`src/rtl/por_pkg.sv`:
```
// Shared definitions for the power-on reset sequencer.
// Assumes nothing beyond a single oscillator clock domain.
package por_pkg;

    // Pad phase that the sequencer is in.
    typedef enum logic [1:0] {
        PH_DRIVE_LOW  = 2'd0,
        PH_FLOAT      = 2'd1,
        PH_DRIVE_HIGH = 2'd2
    } pad_phase_t;

endpackage

```
`src/rtl/por_release_sync.sv`:
```
// Release synchroniser: clears at once when the combined condition falls,
// and lets its output rise only after STAGES rising clock edges.
// Assumes cond_ok may change at any time relative to clk.
module por_release_sync #(
    parameter int STAGES = 2
) (
    input  logic clk,
    input  logic cond_ok,
    output logic armed
);

    generate
        if (STAGES <= 1) begin : g_single
            logic stage_q;

            // Single flop: clear asynchronously, set on the next edge.
            always_ff @(posedge clk or negedge cond_ok) begin
                if (!cond_ok) begin
                    stage_q <= 1'b0;
                end else begin
                    stage_q <= 1'b1;
                end
            end

            assign armed = stage_q;
        end else begin : g_chain
            logic [STAGES-1:0] chain_q;

            // Shift chain: clear asynchronously, fill with ones one per edge.
            always_ff @(posedge clk or negedge cond_ok) begin
                if (!cond_ok) begin
                    chain_q <= '0;
                end else begin
                    chain_q <= {chain_q[STAGES-2:0], 1'b1};
                end
            end

            assign armed = chain_q[STAGES-1];
        end
    endgenerate

endmodule

```
`src/rtl/por_delay_timer.sv`:
```
// Delay timer: counts DELAY_CYCLES edges while armed, then raises done.
// done stays high until armed drops, which clears it at once.
// Assumes DELAY_CYCLES >= 1.
module por_delay_timer #(
    parameter int DELAY_CYCLES = 30000
) (
    input  logic clk,
    input  logic armed,
    output logic done
);

    localparam int CW = (DELAY_CYCLES < 2) ? 1 : $clog2(DELAY_CYCLES + 1);
    localparam logic [CW-1:0] LAST = CW'(DELAY_CYCLES - 1);

    logic [CW-1:0] cnt_q;
    logic          done_q;

    // Count armed cycles and latch done on the final one.
    always_ff @(posedge clk or negedge armed) begin
        if (!armed) begin
            cnt_q  <= '0;
            done_q <= 1'b0;
        end else if (!done_q) begin
            if (cnt_q == LAST) begin
                done_q <= 1'b1;
            end else begin
                cnt_q <= cnt_q + 1'b1;
            end
        end
    end

    assign done = done_q;

    AST_CNT_BOUND: assert property (@(posedge clk) disable iff (!armed)
        cnt_q <= LAST);
    AST_DONE_AT_LAST: assert property (@(posedge clk) disable iff (!armed)
        $rose(done_q) |-> ($past(cnt_q) == LAST));
    AST_DONE_HOLDS: assert property (@(posedge clk) disable iff (!armed)
        done_q |=> done_q);

endmodule

```
`src/rtl/por_pad_ctl.sv`:
```
// Pad control: maps the sync and timer state onto the pad phase and the
// internal reset. Purely combinational, so a drop reaches the pad at once.
// Assumes done can only be high while armed is high.
module por_pad_ctl
    import por_pkg::*;
(
    input  logic clk,
    input  logic armed,
    input  logic done,
    output logic pad_oe,
    output logic pad_out,
    output logic int_rst_n
);

    pad_phase_t phase;

    // Select the pad phase from the release progress.
    always_comb begin
        if (!armed) begin
            phase = PH_DRIVE_LOW;
        end else if (!done) begin
            phase = PH_FLOAT;
        end else begin
            phase = PH_DRIVE_HIGH;
        end
    end

    // Decode the phase into pad enable, pad value and internal reset.
    always_comb begin
        pad_oe    = 1'b1;
        pad_out   = 1'b0;
        int_rst_n = 1'b0;
        case (phase)
            PH_FLOAT: begin
                pad_oe = 1'b0;
            end
            PH_DRIVE_HIGH: begin
                pad_out   = 1'b1;
                int_rst_n = 1'b1;
            end
            default: begin
                pad_oe = 1'b1;
            end
        endcase
    end

    AST_FLOAT_BEFORE_RELEASE: assert property (@(posedge clk) disable iff (!armed)
        $rose(int_rst_n) |-> $past(!pad_oe));

endmodule

```
`src/rtl/por_sequencer.sv`:
```
// Power-on reset sequencer top. Combines supply, oscillator and external
// reset into one release condition, synchronises its release, times the
// floating phase and drives the pad and the internal reset.
// Assumes clk is the oscillator clock and all inputs are already digital.
module por_sequencer #(
    parameter int SYNC_STAGES  = 2,
    parameter int DELAY_CYCLES = 30000
) (
    input  logic clk,
    input  logic supply_ok,
    input  logic osc_ok,
    input  logic ext_rst_n,
    output logic pad_oe,
    output logic pad_out,
    output logic int_rst_n
);

    logic cond_ok;
    logic armed;
    logic done;

    assign cond_ok = supply_ok & osc_ok & ext_rst_n;

    por_release_sync #(
        .STAGES (SYNC_STAGES)
    ) u_sync (
        .clk     (clk),
        .cond_ok (cond_ok),
        .armed   (armed)
    );

    por_delay_timer #(
        .DELAY_CYCLES (DELAY_CYCLES)
    ) u_timer (
        .clk   (clk),
        .armed (armed),
        .done  (done)
    );

    por_pad_ctl u_pad (
        .clk       (clk),
        .armed     (armed),
        .done      (done),
        .pad_oe    (pad_oe),
        .pad_out   (pad_out),
        .int_rst_n (int_rst_n)
    );

    AST_LOW_WHILE_HELD: assert property (@(posedge clk)
        !cond_ok |-> (pad_oe && !pad_out && !int_rst_n));
    AST_RELEASE_NEEDS_ALL: assert property (@(posedge clk)
        int_rst_n |-> (supply_ok && osc_ok && ext_rst_n));
    AST_RELEASE_DRIVES_HIGH: assert property (@(posedge clk)
        int_rst_n |-> (pad_oe && pad_out));

endmodule

```
`config.mk`:
```
export PLATFORM = sky130hd
export DESIGN_NAME = por_sequencer
export DESIGN_NICKNAME = d
export VERILOG_FILES = /design/src/rtl/por_pkg.sv /design/src/rtl/por_release_sync.sv /design/src/rtl/por_delay_timer.sv /design/src/rtl/por_pad_ctl.sv /design/src/rtl/por_sequencer.sv
export SDC_FILE = /design/constraint.sdc
export NUM_CORES = 1
export LEC_CHECK = 0
export BUFFER_PORTS_ARGS = -buffer_cell sky130_fd_sc_hd__buf_2
export CORE_AREA = 2 2 50 57
export DETAILED_ROUTE_END_ITERATION = 16
export DIE_AREA = 0 0 52 59
export PLACE_DENSITY_LB_ADDON = 0.15
export SKIP_CTS_REPAIR_TIMING = 1
export SLEW_MARGIN = 40
export SYNTH_ARGS = -nofsm -noshare
export SYNTH_HDL_FRONTEND = slang
export SYNTH_SLANG_ARGS = --single-unit
export TNS_END_PERCENT = 20
```
`constraint.sdc`:
```
create_clock -name clk -period 2.55 [get_ports clk]
set_clock_uncertainty 0.15 [all_clocks]
set_input_delay 0.1275 -clock clk [delete_from_list [all_inputs] [get_ports clk]]
set_output_delay 0.1275 -clock clk [all_outputs]
set_load 0.01 [all_outputs]
```
==> impl_metrics.py <==
metrics = {
    "clock_tree": {
        "cts.path.max_buffers": 2,
        "clock-root-buffer": "clkbuf_4",
        "tritoncts": "yes",
        "insertion_delay_ns": 0.29,
        "htreeDepth": 1,
        "numCtsBuffers": 3,
        "clkSlewWorstSetupHoldPaths_ns": 0.11,
        "clkSinkCount": 18,
    },
    "setup_path": {
        "path_max_fanout": 5,
        "timing.rr.end": "u_timer.cnt_q[1]",
        "endpoint_kind": "flop",
        "rrSetupSlack_ns": 0.75,
        "ff2ff_path_depth": 4,
        "crit_start": "u_timer.cnt_q[0]",
        "endpoint": "u_timer.cnt_q[1]",
        "r2r_start": "u_timer.cnt_q[0]",
        "criticalPathCategory": "flop to flop",
        "start_kind": "flop",
        "critPathRequiredTime_ns": 2.58,
        "worstPathArrival_ns": 1.83,
    },
    "routing": {
        "via_count": 525,
        "drc_errors": 0,
        "wl_per_cell_um": 12.2,
        "vias_per_cell": 4.69,
        "final_antenna_net_count": 0,
        "wl_um": 1360,
        "drt_iter0_drc": 1,
        "firstDrtPassIters": 3,
    },
    "die": {
        "rows": 19,
        "chipHeight_um": 59,
        "ios": 7,
        "die_width_um": 52,
        "initial_core_util_pct": 35.0,
        "fp.dieArea_um2": 3070,
        "fp.coreArea_um2": 2450,
    },
    "logic_synthesis": {
        "synth_area_leaders": "dfrtp_1, xor2_1, xnor2_1, and3_1, nand2_1",
        "synthDistinctLibCells": 26,
        "async_reset_ff_share_pct": 100,
        "yosysTopAreaCell": "dfrtp_1",
        "yosysSeqAreaShare_pct": 52.6,
        "synthCells": 69,
        "ys_seq_elements": 18,
        "synthTopCellsByCount": "dfrtp_1, nand2_1, xor2_1",
        "syn_nets": 74,
        "synth_top_area_share_pct": 52.6,
        "synth_area_um2": 856,
        "yosysMostFrequentCell": "dfrtp_1",
        "yosys_most_used_dff": "dfrtp_1",
        "avgSynthCellArea_um2": 12.4,
        "synth_edf_count": 0,
        "ys.warnings.count": 0,
    },
    "sta": {
        "fin_crit_ns": 1.80,
        "fmax_ghz": 0.556,
        "grt_setup_unrepaired": "no",
        "hold_violations": 0,
        "tns_ns": 0,
        "post-route-period-util_pct": 70.6,
        "setup_viol": 0,
        "report.final.slew_viol_count": 0,
        "fin_ws_ns": 0.751,
    },
    "placed_design": {
        "pre_cts_slack_ns": 0.771,
        "gp_congestion": 0.758,
        "dp_hpwl_um": 1020,
        "dp.cells": 106,
        "io_buffers": 6,
    },
    "finish": {
        "drive_above_1_share_pct": 23.5,
        "diodes": 0,
        "layout.cells.non_filler": 112,
        "layout.nets": 87,
        "syn2layout_area_growth_pct": 14.6,
        "final_core_util_pct": 40.1,
    },
    "global_route": {
        "grt_pass1_vias": 532,
        "grt_usage_pct": 11.1,
        "grt_pass1_wl_um": 2510,
        "grt_start_max_net_pins": 17,
        "grt_overflow": 0,
        "antenna_found_initial": 0,
    },
    "worst_hold_path": {
        "hold_class": "flop to async pin",
    },
    "flow_run": {
        "maxCapViolations": 0,
    },
    "power_and_ir_drop": {
        "ir_drop_v": 0.000243,
        "leakagePower_nw": 0.488,
        "finalPower_w": 0.000474,
        "p_per_area_nw_per_um2": 483,
    },
    "outcome": {
        "status": "completed",
    },
}
-- worst max-delay path, cell delays in order, from the launching register on --
cell	delay (ns)
dfrtp_1	0.44
ha_1	0.24
and3_2	0.23
a41oi_2	0.31
mux2_4	0.33
-- metal layers --
layer,global-route usage [%],up-vias,routed length (µm),share of wire [%]
met3,3.03,2,27,2.0
met1,14.1,256,646,47
li1,-,263,-,-
met4,4.51,0,19,1.4
met2,17.7,4,668,49
met5,0,-,0,0
-- sequential cells by signal (all words and copies together) (netlist names) --
name	count
u_timer.cnt_q	15
u_sync.g_chain.chain_q	2
u_timer.done	1
-- stage by stage --
stage	instance area, µm²	hold WS [ns]
2_1_floorplan	856	-0.189
3_3_place_gp	925	-0.107
3_5_place_dp	925	-0.0950
4_1_cts	961	-0.420
5_1_grt	981	0.132
6_report	981	0.116
-- cell usage in the layout (no fill, tap or decap), types with 3 or more instances in the layout --
| cell type | instances |
|---|---|
| nand2_1 | 7 |
| clkbuf_4 | 3 |
| nand3_1 | 3 |
| xor2_1 | 7 |
| xnor2_1 | 6 |
| and3_1 | 5 |
| buf_2 | 6 |
| dfrtp_1 | 18 |
-- report_power, final --
| group | internal [W] | switching (W) |
|---|---|---|
| combinational | 0.00000538 | 0.00000691 |
| clock | 0.0000869 | 0.0000873 |
| sequential | 0.000287 | 0.000000846 |
| total | 0.000379 | 0.0000951 |
-- layout make-up --
class	instances	area (µm²)
Clock buffer	4	36.3
Fill cell	239	1470
Inverter	1	3.75
Multi-Input combinational cell	49	394
Sequential cell	18	450
Tap cell	31	38.8
Timing Repair Buffer	9	57.6
-- cells by family after synthesis --
kind of cell / Yosys count / share of synthesized area (%)
mux: 2 / 2.92
flops: 18 / 52.6
xor+xnor: 13 / 13.3
simple gates: 31 / 26.0
compound gates: 1 / 1.90
buf+inv: 2 / 1.32
other cells: 1 / 0.438
fa+ha+maj: 1 / 1.46
-- worst min path at each step --
stage	from	end	cells after the start
2_1_floorplan	osc_ok	u_sync.g_chain.chain_q[0]	1
3_3_place_gp	osc_ok	u_sync.g_chain.chain_q[0]	2
3_5_place_dp	osc_ok	u_sync.g_chain.chain_q[0]	2
4_1_cts	osc_ok	u_sync.g_chain.chain_q[0]	2
5_1_grt	ext_rst_n	u_sync.g_chain.chain_q[1]	3
6_report	u_sync.g_chain.chain_q[1]	u_timer.cnt_q[8]	1
(Power assumes the default switching activity.)
